File: config.mk
export PLATFORM = sky130hd
export DESIGN_NAME = pattern_trigger
export DESIGN_NICKNAME = d
export VERILOG_FILES = /design/src/rtl/pt_pkg.sv /design/src/rtl/pt_ring.sv /design/src/rtl/pt_window.sv /design/src/rtl/pt_matcher.sv /design/src/rtl/pattern_trigger.sv
export SDC_FILE = /design/constraint.sdc
export NUM_CORES = 2
export LEC_CHECK = 0
export ABC_AREA = 1
export BUFFER_PORTS_ARGS = -buffer_cell sky130_fd_sc_hd__buf_2
export CAP_MARGIN = 20
export CELL_PAD_IN_SITES_DETAIL_PLACEMENT = 1
export CELL_PAD_IN_SITES_GLOBAL_PLACEMENT = 1
export CORE_MARGIN = 5
export CORE_UTILIZATION = 35
export CTS_CLUSTER_DIAMETER = 120
export CTS_CLUSTER_SIZE = 25
export DETAILED_ROUTE_END_ITERATION = 8
export PLACE_DENSITY = 0.64
export SYNTH_ARGS = -nofsm -noshare
export SYNTH_HDL_FRONTEND = slang
export SYNTH_HIERARCHICAL = 1
export SYNTH_SLANG_ARGS = --single-unit
File: constraint.sdc
create_clock -name clk -period 10.7 [get_ports clk]
set_input_delay 1.07 -clock clk [delete_from_list [all_inputs] [get_ports clk]]
set_output_delay 1.07 -clock clk [all_outputs]
set_load 0.02 [all_outputs]
File: src/rtl/pt_pkg.sv
package pt_pkg;

  typedef logic [1:0] cls_t;

  localparam cls_t CLS_ANY = 2'b00;
  localparam cls_t CLS_LO  = 2'b01;
  localparam cls_t CLS_HI  = 2'b10;
  localparam cls_t CLS_MID = 2'b11;

  typedef enum logic [1:0] {ST_IDLE, ST_ARMED, ST_TRIG} pt_state_t;

  // Comparator pair to class; both bits set is invalid and maps to CLS_ANY
  function automatic cls_t classify(input logic above, input logic below);
    cls_t c;
    unique case ({above, below})
      2'b10:   c = CLS_HI;
      2'b01:   c = CLS_LO;
      2'b00:   c = CLS_MID;
      default: c = CLS_ANY;
    endcase
    return c;
  endfunction

  // One pattern position against one stored class
  function automatic logic sym_ok(input cls_t want, input cls_t got);
    return (want == CLS_ANY) || (want == got);
  endfunction

endpackage

File: src/rtl/pt_ring.sv
module pt_ring
  import pt_pkg::*;
#(
  parameter int DEPTH = 128,
  parameter int AW    = $clog2(DEPTH)
) (
  input  logic          clk,
  input  logic          rst_n,
  input  logic          we,
  input  cls_t          din,
  output logic [AW-1:0] wptr,
  output logic [AW-1:0] newest,
  input  logic [AW-1:0] rd_addr,
  output cls_t          rd_data
);

  cls_t mem [DEPTH];

  function automatic logic [AW-1:0] step_fwd(input logic [AW-1:0] p);
    return (p == AW'(DEPTH - 1)) ? '0 : p + AW'(1);
  endfunction

  function automatic logic [AW-1:0] step_back(input logic [AW-1:0] p);
    return (p == '0) ? AW'(DEPTH - 1) : p - AW'(1);
  endfunction

  always_ff @(posedge clk) begin
    if (!rst_n) begin
      wptr <= '0;
      for (int i = 0; i < DEPTH; i++) mem[i] <= CLS_ANY;
    end else if (we) begin
      mem[wptr] <= din;
      wptr      <= step_fwd(wptr);
    end
  end

  assign newest  = step_back(wptr);
  assign rd_data = mem[rd_addr];

  // the write position wraps from the last entry to zero
  p_wrap_r2: assert property (@(posedge clk) disable iff (!rst_n)
    (we && wptr == AW'(DEPTH - 1)) |=> (wptr == '0));

  // without a write the position does not move
  p_idle_hold_r7: assert property (@(posedge clk) disable iff (!rst_n)
    !we |=> $stable(wptr));

endmodule

File: src/rtl/pt_window.sv
module pt_window
  import pt_pkg::*;
#(
  parameter int WIN = 8,
  parameter int CW  = $clog2(WIN + 1)
) (
  input  logic             clk,
  input  logic             rst_n,
  input  logic             clr,
  input  logic             we,
  input  cls_t             din,
  output logic [2*WIN-1:0] win,
  output logic             full
);

  logic [CW-1:0] fill;

  always_ff @(posedge clk) begin
    if (!rst_n) begin
      win  <= '0;
      fill <= '0;
    end else begin
      if (we) win <= {win[2*WIN-3:0], din};
      if (clr) fill <= '0;
      else if (we && !full) fill <= fill + CW'(1);
    end
  end

  assign full = (fill == CW'(WIN));

  // the window becomes valid only through an accepted sample, never on arm
  p_fill_src_r4: assert property (@(posedge clk) disable iff (!rst_n)
    $rose(full) |-> ($past(we) && !$past(clr)));

endmodule

File: src/rtl/pt_matcher.sv
module pt_matcher
  import pt_pkg::*;
#(
  parameter int WIN  = 8,
  parameter int NPAT = 72,
  parameter int PW   = $clog2(NPAT)
) (
  input  logic             clk,
  input  logic             rst_n,
  input  logic             wr,
  input  logic [PW-1:0]    wr_idx,
  input  logic [2*WIN-1:0] wr_word,
  input  logic             wr_en,
  input  logic [2*WIN-1:0] win,
  output logic             any_hit,
  output logic [PW-1:0]    first_idx
);

  logic [NPAT-1:0] hit_vec;

  for (genvar g = 0; g < NPAT; g++) begin : g_pat
    logic [2*WIN-1:0] word_q;
    logic             en_q;
    logic [WIN-1:0]   pos_ok;

    always_ff @(posedge clk) begin
      if (!rst_n) begin
        word_q <= '0;
        en_q   <= 1'b0;
      end else if (wr && wr_idx == PW'(g)) begin
        word_q <= wr_word;
        en_q   <= wr_en;
      end
    end

    for (genvar p = 0; p < WIN; p++) begin : g_pos
      assign pos_ok[p] = sym_ok(word_q[2*p +: 2], win[2*p +: 2]);
    end

    assign hit_vec[g] = en_q & (&pos_ok);
  end

  always_comb begin
    first_idx = '0;
    for (int i = NPAT - 1; i >= 0; i--) begin
      if (hit_vec[i]) first_idx = PW'(i);
    end
  end

  assign any_hit = |hit_vec;

  // the reported pattern does match
  p_first_hits_r6: assert property (@(posedge clk) disable iff (!rst_n)
    any_hit |-> hit_vec[first_idx]);

  // no lower-numbered pattern matches
  p_lowest_r6: assert property (@(posedge clk) disable iff (!rst_n)
    any_hit |-> ((hit_vec & ((NPAT'(1) << first_idx) - NPAT'(1))) == '0));

endmodule

File: src/rtl/pattern_trigger.sv
module pattern_trigger
  import pt_pkg::*;
#(
  parameter int DEPTH = 128,
  parameter int WIN   = 8,
  parameter int NPAT  = 72,
  localparam int AW   = $clog2(DEPTH),
  localparam int PW   = $clog2(NPAT),
  localparam int WW   = 2 * WIN
) (
  input  logic          clk,
  input  logic          rst_n,
  input  logic          smp_valid,
  input  logic          smp_hi,
  input  logic          smp_lo,
  input  logic          arm,
  input  logic          pat_we,
  input  logic [PW-1:0] pat_idx,
  input  logic [WW-1:0] pat_word,
  input  logic          pat_en,
  input  logic [AW-1:0] hist_addr,
  output logic [1:0]    hist_cls,
  output logic          armed,
  output logic          triggered,
  output logic          trig_pulse,
  output logic [PW-1:0] trig_idx,
  output logic [AW-1:0] trig_pos
);

  pt_state_t     st;
  logic          hit;
  logic          ring_we;
  logic          pat_wr;
  logic          win_full;
  logic          any_hit;
  logic [PW-1:0] first_idx;
  logic [WW-1:0] win;
  logic [AW-1:0] wptr;
  logic [AW-1:0] newest;
  cls_t          smp_cls;
  cls_t          rd_cls;

  assign smp_cls = classify(smp_hi, smp_lo);
  assign hit     = (st == ST_ARMED) && win_full && any_hit && !arm;
  assign ring_we = (st == ST_ARMED) && smp_valid && !hit && !arm;
  assign pat_wr  = pat_we && (st != ST_ARMED) && (pat_idx < PW'(NPAT));

  pt_ring #(.DEPTH(DEPTH), .AW(AW)) i_ring (
    .clk     (clk),
    .rst_n   (rst_n),
    .we      (ring_we),
    .din     (smp_cls),
    .wptr    (wptr),
    .newest  (newest),
    .rd_addr (hist_addr),
    .rd_data (rd_cls)
  );

  pt_window #(.WIN(WIN)) i_window (
    .clk   (clk),
    .rst_n (rst_n),
    .clr   (arm),
    .we    (ring_we),
    .din   (smp_cls),
    .win   (win),
    .full  (win_full)
  );

  pt_matcher #(.WIN(WIN), .NPAT(NPAT), .PW(PW)) i_matcher (
    .clk       (clk),
    .rst_n     (rst_n),
    .wr        (pat_wr),
    .wr_idx    (pat_idx),
    .wr_word   (pat_word),
    .wr_en     (pat_en),
    .win       (win),
    .any_hit   (any_hit),
    .first_idx (first_idx)
  );

  always_ff @(posedge clk) begin
    if (!rst_n) begin
      st         <= ST_IDLE;
      trig_pulse <= 1'b0;
      trig_idx   <= '0;
      trig_pos   <= '0;
    end else begin
      trig_pulse <= 1'b0;
      if (arm) begin
        st       <= ST_ARMED;
        trig_idx <= '0;
        trig_pos <= '0;
      end else if (hit) begin
        st         <= ST_TRIG;
        trig_pulse <= 1'b1;
        trig_idx   <= first_idx;
        trig_pos   <= newest;
      end
    end
  end

  assign armed     = (st == ST_ARMED);
  assign triggered = (st == ST_TRIG);
  assign hist_cls  = rd_cls;

  // the trigger event lasts one cycle
  p_pulse_once_r5: assert property (@(posedge clk) disable iff (!rst_n)
    trig_pulse |=> !trig_pulse);

  // a pulse follows a full window seen in the previous cycle
  p_pulse_src_r5: assert property (@(posedge clk) disable iff (!rst_n)
    trig_pulse |-> (triggered && $past(win_full)));

  // status is held until the next arm
  p_hold_r6: assert property (@(posedge clk) disable iff (!rst_n)
    (triggered && !arm) |=> (triggered && $stable(trig_idx) && $stable(trig_pos)));

  // the history write position is frozen while triggered
  p_freeze_r7: assert property (@(posedge clk) disable iff (!rst_n)
    (triggered && !arm) |=> $stable(wptr));

  // arm always lands in the armed state with status cleared
  p_arm_r9: assert property (@(posedge clk) disable iff (!rst_n)
    arm |=> (armed && !triggered && !trig_pulse));

endmodule

# Word level (Yosys, flattened, before mapping)
# Memories as Yosys holds them, arrays and structs flattened.
# Index checks and enable logic that the tools add are counted.
dict set report word_totals {
  regBits 1268
  mem_bits_rw 256
  in_bits 38
  output_inout_bits 19
  memories 1
}
# memory depth word_bits rd rd_ports_with_merged_regs wr line_no
set mem_list {}
lappend mem_list {i_ring.mem 128 2 1 0 128 pt_ring.sv:17} ;# cls_t mem [DEPTH];
dict set report classes {
  add_sub_neg 3
  magnitude_cmp 1
  eq_ne 654
  mux 85
  bitwise 73
  n_reduce_logical 1315
}
# op count
set ops {}
lappend ops {{$logic_not 2->1} 577}
lappend ops {{$eq 2x2->1} 576}
lappend ops {{$logic_or 1x1->1} 576}
lappend ops {{$reduce_and 8->1} 72}
lappend ops {{$mux 7} 75}
lappend ops {{$eq 7x6->1 const B} 32}
lappend ops {{$eq 7x5->1 const B} 16}
lappend ops {{$logic_and 1x1->1} 81}
lappend ops {{$and 1x1->1} 72}
lappend ops {{$reduce_or 72->1} 1}
lappend ops {{$eq 7x7->1 const B} 9}
lappend ops {{$eq 7x4->1 const B} 8}
lappend ops {{$eq 7x3->1 const B} 4}
lappend ops {{$eq 7x2->1 const B} 2}
lappend ops {{$logic_not 7->1} 2}
lappend ops {{$mux 1} 8}
lappend ops {{$add 7x1->7 const B} 1}
lappend ops {{$eq 7x1->1 const B} 1}
lappend ops {{$lt 7x7->1 const B} 1}
lappend ops {{$sub 7x1->7 const B} 1}
lappend ops {{$pmux 2 s3} 1}
lappend ops {{$add 4x1->4 const B} 1}
lappend ops {{$eq 2x1->1 const B} 2}
lappend ops {{$eq 2x2->1 const B} 2}
lappend ops {{other kinds (7)} 10}

# Depth between registers and ports, before layout
dict set report depth {
  ltp_word 76
  ltp_mapped 83
  depth_no_buf 83
}

# Cells and area by module
# Netlist, hierarchy kept.
# mod n_inst cells_per_inst area_per_inst_um2
set by_module_without_submodules {}
lappend by_module_without_submodules {pt_matcher 1 7531 54679.9}
lappend by_module_without_submodules {pt_ring 1 1523 13257.7}
lappend by_module_without_submodules {pattern_trigger 1 121 812.0}
lappend by_module_without_submodules {pt_window 1 102 770.7}

# Worst setup path after synthesis
# No wires, ideal clock.
dict set report synth_path {
  kind {register -> register}
  startpoint {reg i_window.win[5]}
  endpoint {mem i_ring/mem[124][0] in the netlist's numbering (enable)}
  t_arrival_ns 5.694
  path_slack_ns 4.709
  path_stages_with_launch 28
  path_buffers 11
  period_less_slack_ns 5.991
  path_cell_list {dfxtp_1 > buf_2 > buf_2 > clkbuf_1 > clkbuf_1 > clkbuf_1 > clkbuf_1 > clkbuf_1 > clkbuf_1 > clkbuf_1 > clkbuf_1 > nand2_1 > a21oi_1 > nor4_1 > nand3_1 > nand2_1 > inv_1 > nand2_1 > nor4_1 > nand4_1 > nand2_1 > inv_2 > nor3_1 > nand2_4 > nor4_4 > buf_6 > nand2_1 > nand2_1}
}
# item line_no
set synth_lines {}
lappend synth_lines {{start: declaration} pt_window.sv:12} ;# output logic [2*WIN-1:0] win,
lappend synth_lines {{start signal: assignment} pt_window.sv:23} ;# if (we) win <= {win[2*WIN-3:0], din};
lappend synth_lines {{end: declaration} pt_ring.sv:17}

# Worst setup path in the final report
dict set report layout_path {
  startpoint {reg i_window.win[0]}
  endpoint {reg trig_idx[0]}
}
dict set report layout_between {
  elab_chain_cells 76
  elab_cells_between_ends 363
  classes_between {72 x eq/ne; 72 x mux; 72 x bitwise; 147 x reduce/logical}
}
# item line_no
set layout_lines {}
lappend layout_lines {{$eq 2x2->1} pt_pkg.sv:26} ;# return (want == CLS_ANY) || (want == got);
lappend layout_lines {{$logic_or 1x1->1} pt_pkg.sv:26}
lappend layout_lines {{$reduce_and 8->1} pt_matcher.sv:40} ;# assign hit_vec[g] = en_q & (&pos_ok);
lappend layout_lines {{$and 1x1->1} pt_matcher.sv:40}
lappend layout_lines {{$mux 7 (71 in series)} pt_matcher.sv:46} ;# if (hit_vec[i]) first_idx = PW'(i);
lappend layout_lines {{$mux 7 (*)} pt_matcher.sv:46}
lappend layout_lines {{net first_idx[0]} pattern_trigger.sv:36} ;# logic [PW-1:0] first_idx;
lappend layout_lines {{end signal: assignment} pattern_trigger.sv:96} ;# trig_idx <= first_idx;
lappend layout_lines {{end: declaration} pattern_trigger.sv:26} ;# output logic [PW-1:0] trig_idx,
# The timed path passes the listed nets; every way through them passes the cells marked *.
# A chain may end at the register's enable or synchronous reset.

==> impl_metrics.py <==
metrics = {
    "die": {
        "die_w_um": 456,
        "start_util_pct": 35.2,
        "dieArea_um2": 208000,
        "num_rows": 163,
        "ioPinCount": 57,
        "coreArea_um2": 197000,
        "die_h_um": 456,
    },
    "cells_and_area": {
        "area_delta_synth_final_pct": 5.94,
        "seq_area_um2": 33100,
        "multi_input_comb_area_um2": 31900,
        "finalInstanceArea_um2": 73600,
        "drive_above_1_share_pct": 5.36,
        "nFillCells": 24200,
        "final_cells": 11400,
        "nets": 8780,
    },
    "timing": {
        "fmax_ghz": 0.131,
        "rsz0062_at_grt": "no",
        "final-setup-viol-count": 0,
        "slew_headroom_pct": 18.6,
        "finalHoldViolCount": 0,
        "setup_tns_ps": 0,
        "min_period_over_period_pct": 71.6,
        "period_needed_ps": 7660,
        "slew_viol_final": 0,
        "worstMarginPinSlew_ps": 1220,
        "fin_worst_skew_ps": 37.7,
    },
    "placed_design": {
        "gp_congestion": 0.865,
        "placed_area_um2": 71200,
        "dp_cells": 11300,
        "dp_hpwl_um": 179000,
        "port_buffers": 56,
    },
    "power": {
        "peakVddDrop_mv": 0.102,
        "p_per_area_nw_per_um2": 136,
        "total_leakage_power_nw": 26.2,
    },
    "grt": {
        "grt_pass1_vias": 66700,
        "gr-usage-all-layers_pct": 27.4,
        "grt_first_pass_wirelength_um": 441000,
        "grt_overflow_total": 0,
        "antenna_found_initial": 9,
        "grt_max_degree": 231,
    },
    "worst_setup_path": {
        "max_stage_delay_ps": 670,
        "worstPathRequired_ps": 11350,
        "cp_top_family": "simple AND/OR/NAND/NOR gates",
        "worst-r2r-cell-count": 76,
        "r2r_slack_ps": 3040,
        "worstReg2RegEnd": "trig_idx[0]",
        "timing.critical_path.buf_inv": 4,
        "worst_setup_path_end_kind": "register",
        "slowest_stage": "buf_4",
        "critPathKind": "register to register",
        "worst_ep_arrival_time_ps": 8310,
        "r2r-start": "i_window/win[0]",
        "critPathMostFrequentCell": "nand2_1",
        "critPathMaxFanout": 50,
        "start_kind": "register",
    },
    "worst_hold_path": {
        "worstHoldPathType": "register to register",
        "hold_depth": 2,
        "min_from": "i_matcher/g_pat[63].en_q",
        "hold_path_end": "i_matcher/g_pat[63].en_q",
    },
    "clocking": {
        "cts_repair_resize_count": 0,
        "ctsLongestPathBuffers": 3,
        "clk_latency_ps": 740,
        "cts_buffers": 71,
        "htreeDepth": 3,
        "clock_sinks": 1524,
        "cts_tree": "built",
        "path_clk_slew_ps": 100,
        "post-cts-setup-buffers": 0,
        "root_buffer": "clkbuf_16",
        "cts_hold_buf": 0,
    },
    "route": {
        "vias": 67700,
        "viasPerCell": 5.93,
        "ant_nets": 0,
        "drt_iter0_drc": 5730,
        "wl_per_cell_um": 26.2,
        "first_pass_iters": 5,
        "route.detailed.drc": 0,
        "routed_wirelength_um": 299000,
    },
    "run": {
        "cap_viol_max_count": 0,
    },
    "logic_synthesis": {
        "async_flop_share_pct": 0,
        "syn_inst": 9277,
        "synth-edff-count": 256,
        "synth_area_um2": 69500,
        "synth_nets": 9320,
        "synth-seq-cells": 1524,
        "ys_warn_count": 6,
        "synthDistinctLibCells": 59,
        "syn_avg_cell_area_um2": 7.49,
        "synth_ff_type": "dfxtp_1",
        "ys_seq_area_share_pct": 47.6,
    },
    "run_status": {
        "status": "complete, no violations",
    },
}
-- per-layer routing --
layer	vias up	global-route usage, %	routed length [um]
met5	-	0	38
met4	4	10.5	12300
met3	566	3.59	17800
met2	2139	45.7	139000
met1	34000	36.2	129000
li1	31000	-	-
-- Yosys cell counts (all sizes together), types with 38 or more instances --
| master | instances | share of area, % |
|---|---|---|
| inv | 360 | 2.0 |
| o21a | 62 | 0.67 |
| edfxtp | 256 | 11 |
| a2111oi | 64 | 0.81 |
| nor3 | 38 | 0.31 |
| o21ai | 2117 | 15 |
| a21oi | 1414 | 10 |
| nand4 | 40 | 0.36 |
| nand2 | 1517 | 8.2 |
| clkbuf | 721 | 3.9 |
| a22o | 85 | 1.1 |
| nor2 | 563 | 3.2 |
| buf | 107 | 0.87 |
| nand3 | 460 | 3.3 |
| a211oi | 68 | 0.73 |
| dfxtp | 1268 | 37 |
-- worst min-delay path: stages, from the launching register on --
cell,delay [ps]
dfxtp_1,320
inv_1,50
a21oi_1,50
-- placed cells by master, fill, tap and decap left out, types with 21 or more instances in the layout --
cell type and count:
nor2_2 79, a21oi_1 1413, nor2_1 479, inv_4 35, o21a_1 62, a221oi_1 30
clkbuf_1 21, nand2_1 1512, o21ai_0 2108, clkbuf_16 74, a22o_1 85, buf_8 34
inv_1 305, nand4_1 40, dfxtp_1 1252, a2111oi_0 63, edfxtp_1 256, nand3_1 459
a211oi_1 68, buf_4 118, nor3_1 33, buf_2 54, nor4_1 31
-- worst max-delay path by stage --
| stage | from | endpoint | slack (ps) | cells past startpoint |
|---|---|---|---|---|
| after floorplan | i_window/win[5] | i_ring/mem[124][0] | 4710 | 27 |
| after global placement | i_window/win[0] | trig_idx[0] | 3010 | 79 |
| after detailed placement | i_window/win[0] | trig_idx[0] | 3250 | 76 |
| after CTS | i_window/win[0] | trig_idx[0] | 3200 | 76 |
| after global routing | i_window/win[0] | trig_idx[0] | 2350 | 79 |
| final | i_window/win[0] | trig_idx[0] | 3040 | 76 |
-- layout make-up --
class | count | share of cell area (%)
antenna | 10 | 0.0340
clock buffer | 96 | 2.64
clock inverter | 6 | 0.0849
inverter | 364 | 1.98
multi-input combinational | 6561 | 43.3
sequential | 1524 | 45.0
tap | 2640 | 4.48
timing repair buffer | 215 | 2.46
-- logic make-up after synthesis --
kind of cell / after synthesis / share of synthesized area (%)
DFF: 1524 / 47.6
and+or+nand+nor: 2677 / 16.0
xor gates and xnor gates: 2 / 0.0252
buffers and inverters: 1192 / 6.76
adders and majority gates: 5 / 0.0900
AOI/OAI and AO/OA: 3877 / 29.5
-- power breakdown --
| part | internal [W] | switching [W] | total [W] |
|---|---|---|---|
| clock | 0.00130 | 0.00202 | 0.00332 |
| combinational | 0.000142 | 0.000664 | 0.000806 |
| sequential | 0.00586 | 0.0000571 | 0.00592 |
-- metrics by stage --
step	setup WS [ps]	hold slack, ps	utilization (%)	power (W)
2_1_floorplan	4710	420	-	0.00646
3_3_place_gp	3010	433	36.0	0.00682
3_5_place_dp	3250	440	36.1	0.00684
4_1_cts	3200	455	37.1	0.0101
5_1_grt	2350	487	37.3	0.0104
6_report	3040	450	37.3	0.0100
-- sequential cells by signal, indices dropped and copies added (netlist names) --
name and flops:
st 2, i_matcher/g_pat.en_q 72, i_ring/wptr 7, trig_idx 7, trig_pos 7, trig_pulse 1, i_window/fill 4, i_window/win 16
i_ring/mem 256, i_matcher/g_pat.word_q 1152
Power figures use the tool's default switching activity.
